===== config.mk =====
export PLATFORM = sky130hd
export DESIGN_NAME = card_status_regs
export DESIGN_NICKNAME = d
export VERILOG_FILES = /design/src/rtl/card_status_pkg.sv /design/src/rtl/card_status_sync.sv /design/src/rtl/card_status_ctrl.sv /design/src/rtl/card_status_dp.sv /design/src/rtl/card_status_regs.sv
export SDC_FILE = /design/constraint.sdc
export NUM_CORES = 1
export LEC_CHECK = 0
export BUFFER_PORTS_ARGS = -buffer_cell sky130_fd_sc_hd__clkbuf_2
export CAP_MARGIN = 10
export CORE_UTILIZATION = 31
export CTS_BUF_LIST = sky130_fd_sc_hd__clkbuf_8
export DETAILED_ROUTE_END_ITERATION = 8
export PLACE_DENSITY = 0.85
export SYNTH_ARGS = -nofsm -noshare
export SYNTH_HDL_FRONTEND = slang
export SYNTH_SLANG_ARGS = --single-unit

===== constraint.sdc =====
create_clock -name clk -period 0.9 [get_ports clk]
set_input_delay 0.09 -clock clk [delete_from_list [all_inputs] [get_ports clk]]
set_output_delay 0.09 -clock clk [all_outputs]
set_load 0.05 [all_outputs]

===== src/rtl/card_status_pkg.sv =====
package card_status_pkg;

  localparam int IDX_IDENT  = 0;
  localparam int IDX_FLASH  = 1;
  localparam int IDX_STATUS = 2;
  localparam int IDX_DECODE = 3;

  typedef enum logic [2:0] {
    SEL_IDENT,
    SEL_FLASH,
    SEL_STATUS,
    SEL_DECODE,
    SEL_NONE
  } rdSel_e;

  // Strobes passed from the control decode to the datapath
  typedef struct packed {
    logic   rdStrobe;
    rdSel_e rdSel;
    logic   ackCard;
  } ctrlStrobe_t;

endpackage


===== src/rtl/card_status_sync.sv =====
module card_status_sync #(
  parameter int WIDTH  = 2,
  parameter int STAGES = 2
) (
  input  logic             clk,
  input  logic             rst,
  input  logic [WIDTH-1:0] asyncIn,
  output logic [WIDTH-1:0] syncOut
);
  logic [WIDTH-1:0] chain [STAGES];

  always_ff @(posedge clk) begin
    if (rst) chain[0] <= '0;
    else     chain[0] <= asyncIn;
  end

  for (genvar s = 1; s < STAGES; s++) begin : g_stage
    always_ff @(posedge clk) begin
      if (rst) chain[s] <= '0;
      else     chain[s] <= chain[s-1];
    end
  end

  assign syncOut = chain[STAGES-1];
endmodule


===== src/rtl/card_status_ctrl.sv =====
module card_status_ctrl
  import card_status_pkg::*;
#(
  parameter int ADDR_W   = 2,
  parameter int DATA_W   = 32,
  parameter int CARD_BIT = 3
) (
  input  logic              rdEn,
  input  logic              wrEn,
  input  logic [ADDR_W-1:0] addr,
  input  logic [DATA_W-1:0] wrData,
  output ctrlStrobe_t       strobe
);
  localparam logic [DATA_W-1:0] CARD_MASK = DATA_W'(1) << CARD_BIT;

  logic hitStatus;
  logic ackBit;

  assign hitStatus = (addr == ADDR_W'(IDX_STATUS));
  assign ackBit    = |(wrData & CARD_MASK);

  always_comb begin
    strobe.rdStrobe = rdEn;
    strobe.ackCard  = wrEn && hitStatus && ackBit;
    if (addr == ADDR_W'(IDX_IDENT))       strobe.rdSel = SEL_IDENT;
    else if (addr == ADDR_W'(IDX_FLASH))  strobe.rdSel = SEL_FLASH;
    else if (hitStatus)                   strobe.rdSel = SEL_STATUS;
    else if (addr == ADDR_W'(IDX_DECODE)) strobe.rdSel = SEL_DECODE;
    else                                  strobe.rdSel = SEL_NONE;
  end
endmodule


===== src/rtl/card_status_dp.sv =====
module card_status_dp
  import card_status_pkg::*;
#(
  parameter int                 DATA_W      = 32,
  parameter int                 SYNC_STAGES = 2,
  parameter int                 WP_BIT      = 0,
  parameter int                 CARD_BIT    = 3,
  parameter logic [DATA_W-1:0]  IDENT_WORD  = 32'h4103_4003,
  parameter logic [DATA_W-1:0]  DECODE_WORD = 32'h0000_0011
) (
  input  logic              clk,
  input  logic              rst,
  input  ctrlStrobe_t       strobe,
  input  logic              wpIn,
  input  logic              cardIn,
  output logic [DATA_W-1:0] rdData,
  output logic              cardIrq
);
  localparam int SYNC_W   = 2;
  localparam int SYNC_WP  = 0;
  localparam int SYNC_CRD = 1;

  logic [SYNC_W-1:0] syncLevels;
  logic              cardLatch;
  logic [DATA_W-1:0] statusWord;
  logic [DATA_W-1:0] readMux;

  card_status_sync #(.WIDTH(SYNC_W), .STAGES(SYNC_STAGES)) u_sync (
    .clk    (clk),
    .rst    (rst),
    .asyncIn({cardIn, wpIn}),
    .syncOut(syncLevels)
  );

  // Sticky insertion bit: a set takes priority over an acknowledge
  always_ff @(posedge clk) begin
    if (rst) cardLatch <= 1'b0;
    else     cardLatch <= syncLevels[SYNC_CRD] | (cardLatch & ~strobe.ackCard);
  end

  always_comb begin
    statusWord           = '0;
    statusWord[WP_BIT]   = syncLevels[SYNC_WP];
    statusWord[CARD_BIT] = cardLatch;
  end

  always_comb begin
    unique case (strobe.rdSel)
      SEL_IDENT:  readMux = IDENT_WORD;
      SEL_STATUS: readMux = statusWord;
      SEL_DECODE: readMux = DECODE_WORD;
      default:    readMux = '0;
    endcase
  end

  always_ff @(posedge clk) begin
    if (rst)                  rdData <= '0;
    else if (strobe.rdStrobe) rdData <= readMux;
  end

  assign cardIrq = cardLatch;
endmodule


===== src/rtl/card_status_regs.sv =====
module card_status_regs
  import card_status_pkg::*;
#(
  parameter int ADDR_W      = 2,
  parameter int DATA_W      = 32,
  parameter int SYNC_STAGES = 2,
  parameter int WP_BIT      = 0,
  parameter int CARD_BIT    = 3
) (
  input  logic              clk,
  input  logic              rst,
  input  logic              rdEn,
  input  logic              wrEn,
  input  logic [ADDR_W-1:0] addr,
  input  logic [DATA_W-1:0] wrData,
  input  logic              wpIn,
  input  logic              cardIn,
  output logic [DATA_W-1:0] rdData,
  output logic              cardIrq
);
  ctrlStrobe_t strobe;

  card_status_ctrl #(.ADDR_W(ADDR_W), .DATA_W(DATA_W), .CARD_BIT(CARD_BIT)) u_ctrl (
    .rdEn  (rdEn),
    .wrEn  (wrEn),
    .addr  (addr),
    .wrData(wrData),
    .strobe(strobe)
  );

  card_status_dp #(
    .DATA_W     (DATA_W),
    .SYNC_STAGES(SYNC_STAGES),
    .WP_BIT     (WP_BIT),
    .CARD_BIT   (CARD_BIT)
  ) u_dp (
    .clk    (clk),
    .rst    (rst),
    .strobe (strobe),
    .wpIn   (wpIn),
    .cardIn (cardIn),
    .rdData (rdData),
    .cardIrq(cardIrq)
  );
endmodule


# Word level (Yosys, flattened, before mapping)

Memories as Yosys holds them, arrays and structs flattened.
Index checks and enable logic that the tools add are counted.

Flip-flop bits (word level): 33
Memory bits (writable): 4
Input bits: 40
Output and inout port bits: 33
Memories kept: 1

Memory list:

| name              | depth | bits a word | read ports | clocked after Yosys merged registers in | write ports | RTL line               | RTL |
|---|---|---|---|---|---|---|---|
| u_dp.u_sync.chain | 2     | 2           | 2          | 0                                       | 2           | card_status_sync.sv:10 | `logic [WIDTH-1:0] chain [STAGES];` |

Equal/unequal tests: 5
Muxes and demuxes: 10
Bitwise gates (word level): 5
Reduce and logical (&&, ||, !) cells: 4

Operator list:

| cell                 | count |
|---|---|
| $pmux W31 S3         | 1 |
| $mux W3              | 4 |
| $eq A3 B2 Y1 const B | 2 |
| $eq A2 B2 Y1 const B | 2 |
| $mux W2              | 2 |
| $logic_not A3 Y1     | 1 |
| $mux W1              | 3 |
| $or A1 B1 Y1         | 3 |
| $eq A2 B1 Y1 const B | 1 |
| $logic_and A1 B1 Y1  | 2 |
| $logic_not A2 Y1     | 1 |
| $and A1 B1 Y1        | 1 |
| $not A1 Y1           | 1 |

# Logic depth before layout (Yosys ltp)

Gate-level depths: netlist (run 1).

Word-level depth: 7
Depth in mapped cells: 2
Depth with buffers taken out: 2

# Cells and area by module

From an unflattened synthesis (run 1), not the netlist that was laid out.

Cell total of the unflattened synthesis: 66
Area, all modules: 565.5 um2

By module, submodules not included:

| module           | instances | cells an instance | area each (um2) |
|---|---|---|---|
| card_status_dp   | 1         | 52                | 424.2 |
| card_status_sync | 1         | 8                 | 105.1 |
| card_status_ctrl | 1         | 6                 | 36.3 |

# Worst setup path after synthesis (run 1)

Ideal clock, no wire load.

Path type: reg2out
Start point: register u_dp.rdData[24] (netlist name)
End point: output port rdData[14]
Arrival time: 0.993 ns
Setup slack: -0.183 ns
Stages on the path, launching flop included: 2
Path through: dfxtp_1 buf_4

RTL lines:

| item             | RTL line               | RTL |
|---|---|---|
| end: declaration | card_status_regs.sv:18 | `output logic [DATA_W-1:0] rdData,` |

==> results_tabular.tex, run 1 <==
\begin{tabular}{lr}
\hline
Metric & Value \\
\hline
\multicolumn{2}{l}{\textbf{Run status}} \\
\quad Run status & finished, violations left \\
\quad Violations in the final reports & design-rule violations \\
\multicolumn{2}{l}{\textbf{Placement}} \\
\quad Placed instance area & slightly above 500 um2 \\
\quad Final Wtd Congestion & approximately 0.65 \\
\quad Number of placed instances, taps included & 87 \\
\quad Post-detail-place hpwl & roughly 530 um \\
\quad Number of port buffers & 18 \\
\quad Post-Place Worst Slack & approximately 75 ps \\
\multicolumn{2}{l}{\textbf{Drt}} \\
\quad Number of detailed-routing iterations run before antenna repair & 5 \\
\quad Final antenna-violating net count & 0 \\
\quad 1st-iter DRT viols & 6 \\
\quad Avg Vias per Cell & 3.97 \\
\quad DRC violations left & 6 \\
\quad Final WL & between 700 and 800 um \\
\quad Wire per inst & 7.99 um \\
\quad Via total after detailed routing & approximately 360 \\
\multicolumn{2}{l}{\textbf{Min path}} \\
\quad Number of cells on the worst hold path & 2 \\
\quad HP Class & in -> reg \\
\quad Capture endpoint of the worst hold path & u\_dp.u\_sync.chain[0][1] \\
\quad Hold Startpoint & cardIn \\
\multicolumn{2}{l}{\textbf{STA}} \\
\quad Max Clock Skew & 2.86 ps \\
\quad Timing-limited maximum frequency & around 1.1 GHz \\
\quad Slew Limit Fails & 0 \\
\quad WHS & between 60 and 70 ps \\
\quad Final TNS setup & 0 ps \\
\quad Shortest clock period the worst path allows after layout & slightly below 900 ps \\
\quad Setup slack after layout & roughly 15 ps \\
\quad Final-report hold violation count & 0 \\
\quad Unrepaired setup endpoints after global routing & yes \\
\quad Fin crit share & 0.983 \\
\quad Number of setup violations in the final report & 0 \\
\multicolumn{2}{l}{\textbf{Critical path}} \\
\quad CP arrival & approximately 800 ps \\
\quad CP required & between 800 and 900 ps \\
\quad Kind of cell with the highest combined delay on the critical path & flip-flops \\
\quad Series of cell instances along the critical path & buf\_6 \\
\quad Endpoint type of the worst setup path & output pin \\
\quad Worst Reg-to-Reg Cells & 2 \\
\quad Critical path launch point type & flop \\
\quad Reg2reg end & u\_dp.rdData[0] \\
\quad Reg2reg setup slack & around 100 ps \\
\quad Startpoint of the most critical register-to-register path & u\_dp.u\_sync.chain[1][0] \\
\quad Max incr delay on CP & about 400 ps \\
\quad Worst-path fanout max & 7 \\
\quad Sum of buffers and inverters on the critical path & 1 \\
\quad Cell type of the slowest stage on the worst timing path & dfxtp\_4 \\
\quad CP Class & reg -> out \\
\multicolumn{2}{l}{\textbf{Floorplanning}} \\
\quad DIE HEIGHT & around 44 um \\
\quad Initial core utilization & 0.344 \\
\quad Width of the die & around 44 um \\
\quad I/O pins & 73 \\
\quad Area of the core region & 1560 um2 \\
\quad \# rows & 14 \\
\quad Die outline area & between 1500 and 2000 um2 \\
\multicolumn{2}{l}{\textbf{Layout}} \\
\quad Fraction of layout instances using a drive strength above 1 & 0.347 \\
\quad Final core occ & 0.395 \\
\quad Most used cells in the layout excluding fill and tap cells & 23 x conb\_1, 8 x clkbuf\_2, 6 x buf\_6, 6 x dfxtp\_1, 4 x nor2b\_1 \\
\quad Multi-input gate area & 221 um2 \\
\quad Number of non-filler instances in the completed layout & 91 \\
\quad Antenna diodes & 0 \\
\quad Final std cell area, no fill & about 600 um2 \\
\quad Most common library cell in the layout ignoring fill and taps & conb\_1 \\
\quad Area added between synthesis and finish & 14.7\% \\
\quad Number of nets at the end of the flow & around 120 \\
\quad Storage cell area & between 150 and 200 um2 \\
\quad Number of filler instances in the final layout & around 160 \\
\multicolumn{2}{l}{\textbf{Global routing}} \\
\quad Overall fraction of global-route tracks in use & 0.0914 \\
\quad Grt ovf & 0 \\
\quad Maximum number of pins on one net before global-route repair & 10 \\
\quad Wire length of the first global-routing pass & 1.23 mm \\
\quad Via count of the first global-routing pass & around 300 \\
\quad Number of antenna violations at the first check in global routing & 0 \\
\multicolumn{2}{l}{\textbf{Clock network}} \\
\quad Clk pin slew, worst setup/hold paths & about 50 ps \\
\quad Clock latency on the worst-skew pair & $\sim$230 ps \\
\quad Post-CTS setup-driven buffer insertion count & 0 \\
\quad TritonCTS clock tree & done \\
\quad Number of buffers created by CTS & 3 \\
\quad H-Tree Depth & 1 \\
\quad Buffer type at the clock tree root & clkbuf\_8 \\
\quad Clock sink count & 9 \\
\quad Maximum number of buffers from clock root to sink & 2 \\
\quad Cts-stage hold buffer count & 0 \\
\multicolumn{2}{l}{\textbf{Yosys}} \\
\quad Synth warnings & 0 \\
\quad Mean cell area of the mapped netlist & just under 9 um2 \\
\quad Area share of the largest cell type after synthesis & 0.392 \\
\quad Mapped Cells & 60 \\
\quad Seq cells post-synth & 9 \\
\quad Proportion of synthesized chip area in sequential cells & 0.336 \\
\quad Post-synthesis instance area & between 500 and 600 um2 \\
\quad Ys flop type & dfxtp\_1 \\
\quad Number of enable flip-flop cells after synthesis & 0 \\
\quad Asr flop ratio synth & 0 \\
\quad Largest area contributor in the netlist & buf\_4 \\
\quad Ranking of synthesized cells by area & buf\_4 39\%, dfxtp\_1 34\%, nor2b\_1 4.7\% \\
\quad Post-synth cell types & 18 \\
\multicolumn{2}{l}{\textbf{Power and ir drop}} \\
\quad Total power consumption of the routed design & 1.25 mW \\
\quad Static power due to leakage & slightly above 0.3 nW \\
\quad Power density of the placed cells & 2040 nW/um2 \\
\quad VDD IR max & 1220 uV \\
\multicolumn{2}{l}{\textbf{Job}} \\
\quad Maximum Capacitance Violations & 0 \\
\hline
\end{tabular}
how the worst max path moves through the flow:
stage,slack [ps],end,start,cells past startpoint
after global placement,100,u_dp.rdData[24],rdEn,3
after floorplan,20,u_dp.rdData[3],u_dp.rdData[3],2
final,10,rdData[17],u_dp.rdData[24],1
after CTS,-30,rdData[30],u_dp.rdData[24],1
after global routing,-10,rdData[17],u_dp.rdData[24],1
after detailed placement,80,u_dp.rdData[24],rdEn,3
worst reg2reg max path: stages (launching register included):
cell      delay, ps
dfxtp_1         290
nor4bb_1        290
nor4_1           90
power by group:
group | total, mW | internal [mW] | switching [mW]
Clock | 0.462 | 0.302 | 0.161
Sequential | 0.428 | 0.418 | 0.0105
Combinational | 0.364 | 0.0589 | 0.305
Total | 1.25 | 0.778 | 0.476
final cells by class:
type,instances,area share
Clock buffer,3,0.0671
Clock inverter,1,0.00813
Multi-Input combinational cell,43,0.360
Timing Repair Buffer,18,0.224
Sequential cell,9,0.303
Inverter,1,0.00610
Tap cell,16,0.0325
cells in the mapped netlist (2+ instances only):
master / count
a21oi_1: 2
buf_4: 28
nand2b_1: 3
nor2_1: 2
dfxtp_1: 9
nor2b_1: 4
timing repair:
action                                  in CTS  in global routing
resized for setup                           10                 15
pin swaps                                    0                  0
hold endpoints to repair                     0                  0
gates cloned                                 0                  0
endpoints found under the setup margin      10                  8
metal layers:
layer | wire length [um] | up-vias | GRT usage
met1 | 234 | 155 | 0.0821
met4 | 4 | 0 | 0.0375
met3 | 100 | 2 | 0.0625
met2 | 387 | 32 | 0.158
li1 | - | 172 | -
met5 | 0 | - | 0
flip-flops by register name, indices dropped and copies added, names as in the netlist:
register,flops
u_dp.rdData,4
u_dp.u_sync.chain,4
u_dp.cardIrq,1
cell families after synthesis:
group,synth area share
flip-flops,0.336
buffers and inverters,0.406
other,0.00699
AO/OA/AOI/OAI,0.0490
AND/OR/NAND/NOR,0.203
(Power assumes the default switching activity.)
==> inputs of run 2 (changes only) <==
--- a/config.mk
+++ b/config.mk
@@ -8,9 +8,9 @@
 export BUFFER_PORTS_ARGS = -buffer_cell sky130_fd_sc_hd__clkbuf_2
 export CAP_MARGIN = 10
 export CORE_UTILIZATION = 31
-export CTS_BUF_LIST = sky130_fd_sc_hd__clkbuf_8
 export DETAILED_ROUTE_END_ITERATION = 8
-export PLACE_DENSITY = 0.85
+export PLACE_DENSITY = 0.83
 export SYNTH_ARGS = -nofsm -noshare
 export SYNTH_HDL_FRONTEND = slang
+export SYNTH_HIERARCHICAL = 1
 export SYNTH_SLANG_ARGS = --single-unit
==> run 2 against run 1 <==
Effect of this change: the flow finishes with violations (negative setup slack); global-route usage hardly changed; via count increased by 2.8%; combinational power decreased by 4%; utilization increased by 0.079 points; critical path depth unchanged; first-iteration DRC count decreased by 83%; setup slack lost 53 ps; highest routed layer is now met3.
==> results_tabular.tex, run 2 <==
\begin{tabular}{lr}
\hline
Metric & Value \\
\hline
\multicolumn{2}{l}{\textbf{Yosys}} \\
\quad Largest area contributor in the netlist & buf\_4 \\
\quad Post-synthesis instance area & 566 um2 (+5.4\%) \\
\quad Post-synth cell types & 16 (-2) \\
\quad Ranking of synthesized cells by area & buf\_4 40\%, dfxtp\_1 32\%, nor2b\_1 5.5\% \\
\quad Proportion of synthesized chip area in sequential cells & 0.319 (-0.0171) \\
\quad Seq cells post-synth & 9 (unchanged) \\
\quad Asr flop ratio synth & 0 (unchanged) \\
\quad Synth warnings & 6 (+6) \\
\quad Ys flop type & dfxtp\_1 \\
\quad Area share of the largest cell type after synthesis & 0.398 (+0.00662) \\
\quad Mean cell area of the mapped netlist & 8.57 um2 (-4.2\%) \\
\quad Library cell with the highest instance count after synthesis & buf\_4 \\
\quad Mapped Cells & 66 (+10\%) \\
\quad Most instantiated cells after synthesis & 30 x buf\_4, 9 x dfxtp\_1, 5 x nor2b\_1 \\
\quad Number of enable flip-flop cells after synthesis & 0 (unchanged) \\
\multicolumn{2}{l}{\textbf{Drt}} \\
\quad Via total after detailed routing & 371 (+2.8\%) \\
\quad Number of detailed-routing iterations run before antenna repair & 2 (-3) \\
\quad Final WL & 795 um (+9.4\%) \\
\quad Wire per inst & 7.64 um (-4.3\%) \\
\quad 1st-iter DRT viols & 1 (-5) \\
\quad DRC violations left & 0 (-6) \\
\quad Avg Vias per Cell & 3.57 (-10\%) \\
\quad Final antenna-violating net count & 0 (unchanged) \\
\multicolumn{2}{l}{\textbf{Global routing}} \\
\quad Wire length of the first global-routing pass & 1.30 mm (+5.6\%) \\
\quad Via count of the first global-routing pass & 310 (+5.1\%) \\
\quad Maximum number of pins on one net before global-route repair & 10 (unchanged) \\
\quad Number of antenna violations at the first check in global routing & 0 (unchanged) \\
\quad Grt ovf & 0 (unchanged) \\
\quad Overall fraction of global-route tracks in use & 0.0911 (-0.000242) \\
\multicolumn{2}{l}{\textbf{Clock network}} \\
\quad Buffer type at the clock tree root & clkbuf\_4 \\
\quad Number of buffers created by CTS & 3 (unchanged) \\
\quad H-Tree Depth & 1 (unchanged) \\
\quad Clock sink count & 9 (unchanged) \\
\quad TritonCTS clock tree & done \\
\quad Clk pin slew, worst setup/hold paths & 70 ps (+20 ps) \\
\quad Maximum number of buffers from clock root to sink & 2 (unchanged) \\
\quad Clock latency on the worst-skew pair & 260 ps (+30 ps) \\
\multicolumn{2}{l}{\textbf{Floorplanning}} \\
\quad \# rows & 15 (+1) \\
\quad Die outline area & 2000 um2 (+5.1\%) \\
\quad DIE HEIGHT & 44.7 um (+2.5\%) \\
\quad Area of the core region & 1730 um2 (+11\%) \\
\quad I/O pins & 73 (unchanged) \\
\quad Initial core utilization & 0.328 (-0.0168) \\
\quad Width of the die & 44.7 um (+2.5\%) \\
\multicolumn{2}{l}{\textbf{Layout}} \\
\quad Number of filler instances in the final layout & 180 (+10\%) \\
\quad Number of non-filler instances in the completed layout & 104 (+14\%) \\
\quad Area added between synthesis and finish & 20.8\% \\
\quad Antenna diodes & 0 (unchanged) \\
\quad Fraction of layout instances using a drive strength above 1 & 0.342 (-0.00489) \\
\quad Number of nets at the end of the flow & 120 (+3.4\%) \\
\quad Multi-input gate area & 231 um2 (+4.5\%) \\
\quad Final core occ & 0.396 (+0.000788) \\
\quad Storage cell area & 191 um2 (+2.7\%) \\
\quad Most used cells in the layout excluding fill and tap cells & 24 x conb\_1, 8 x clkbuf\_2, 7 x clkbuf\_8 \\
\quad Most common library cell in the layout ignoring fill and taps & conb\_1 \\
\multicolumn{2}{l}{\textbf{Job}} \\
\quad Maximum Capacitance Violations & 0 (unchanged) \\
\multicolumn{2}{l}{\textbf{Critical path}} \\
\quad Endpoint type of the worst setup path & output pin \\
\quad Critical path launch point type & flop \\
\quad Series of cell instances along the critical path & clkbuf\_8 \\
\quad Kind of cell with the highest combined delay on the critical path & flip-flops \\
\quad CP Class & reg -> out \\
\quad Sum of buffers and inverters on the critical path & 1 (unchanged) \\
\quad CP arrival & 850 ps (+50 ps) \\
\quad Worst-path fanout max & 7 (unchanged) \\
\quad CP required & 810 ps (about the same) \\
\quad Max incr delay on CP & 400 ps (about the same) \\
\quad Cell type of the slowest stage on the worst timing path & dfxtp\_4 \\
\multicolumn{2}{l}{\textbf{Power and ir drop}} \\
\quad Power density of the placed cells & 1580 nW/um2 (-23\%) \\
\quad Static power due to leakage & 0.328 nW (+5.9\%) \\
\quad VDD IR max & 1100 uV (-9.8\%) \\
\multicolumn{2}{l}{\textbf{Run status}} \\
\quad Violations in the final reports & negative setup slack \\
\quad Run status & finished, violations left \\
\multicolumn{2}{l}{\textbf{STA}} \\
\quad Final-report hold violation count & 0 (unchanged) \\
\quad Fin crit share & 1.04 (+0.0590) \\
\quad Slew Limit Fails & 0 (unchanged) \\
\quad Timing-limited maximum frequency & 1.07 GHz (-5.7\%) \\
\quad Number of setup violations in the final report & 7 (+7) \\
\quad Setup slack after layout & -38.1 ps (-53.1 ps) \\
\quad Shortest clock period the worst path allows after layout & 938 ps (+53.1 ps) \\
\quad Final TNS setup & -229 ps (-229 ps) \\
\quad Max Clock Skew & 9.03 ps (+6.18 ps) \\
\quad Unrepaired setup endpoints after global routing & yes \\
\multicolumn{2}{l}{\textbf{Min path}} \\
\quad HP Class & in -> reg \\
\multicolumn{2}{l}{\textbf{Placement}} \\
\quad Final Wtd Congestion & 0.689 (+6.8\%) \\
\quad Post-Place Worst Slack & -17.2 ps (-92.4 ps) \\
\quad Number of placed instances, taps included & 99 (+14\%) \\
\quad Number of port buffers & 18 (unchanged) \\
\quad Post-detail-place hpwl & 615 um (+16\%) \\
\hline
\end{tabular}
run 2: cell types whose count changed after synthesis, sizes merged:
cell / before / now
buf: 28 / 30
a211oi: 1 / 0
a21oi: 3 / 4
and3b: 1 / 0
clkbuf: 1 / 2
conb: 1 / 2
mux2i: 0 / 1
nand4b: 1 / 2
nor2b: 4 / 5
nor3: 0 / 1
nor4: 1 / 0
nor4bb: 1 / 0
or2b: 0 / 1
run 2: worst register-to-register path: cells and delay by family (launching register included):
kind	cells	cell delay (ps)
AO/OA/AOI/OAI	1	70
AND/OR/NAND/NOR	2	440
flip-flops	1	300
run 2: logic make-up (layout without fill, tap and decap cells):
family	Yosys count	after routing	share of synthesized area
flops	9	9	0.319
compound gates	4	4	0.0354
simple gates	17	17	0.197
buf+inv	33	24	0.418
other cells	2	24	0.0133
mux	1	1	0.0177
run 2: repair_timing:
item / in CTS / in global routing
resized for setup: 23 / 4
hold buffers: 0 / 0
cloned: 0 / 0
endpoints found under the setup margin: 11 / 10
buffers inserted: 0 / 1
run 2: per-layer routing:
layer,global-route usage,share of wire,routed length (um),vias to the layer above
met1,0.0911,0.39,307,160
met2,0.165,0.50,397,32
li1,-,-,-,179
met5,0,0,0,-
met4,0,0,0,0
met3,0.0640,0.11,90,0
run 2: per-stage QoR:
step	power (mW)	instance area (um2)	hold slack, ps
after global routing	1.14	683	50.7
after detailed placement	0.751	541	304
after global placement	0.748	541	297
after floorplan	0.807	652	152
after CTS	1.09	671	38.7
final	1.08	683	46.2
run 2: path summary, 6_finish.rpt:
path                             end               startpoint  slack [ps]  cells past startpoint
min          u_dp/u_sync/chain[0][0]                     wpIn          50                      2
max                       rdData[24]          u_dp/rdData[24]         -40                      1
max reg2reg           u_dp/rdData[0]  u_dp/u_sync/chain[1][0]         -10                      3
min reg2reg  u_dp/u_sync/chain[1][0]  u_dp/u_sync/chain[0][0]         430                      1
run 2: final cells by class:
cell class,instances,area share
Multi-Input combinational cell,46,0.339
Timing Repair Buffer,19,0.291
Sequential cell,9,0.280
Tap cell,25,0.0458
Clock buffer,4,0.0385
Inverter,1,0.00549
run 2: power by group:
group | internal (mW) | switching (mW)
clock network | 0.171 | 0.139
logic | 0.0652 | 0.285
registers | 0.411 | 0.00914
total | 0.646 | 0.433
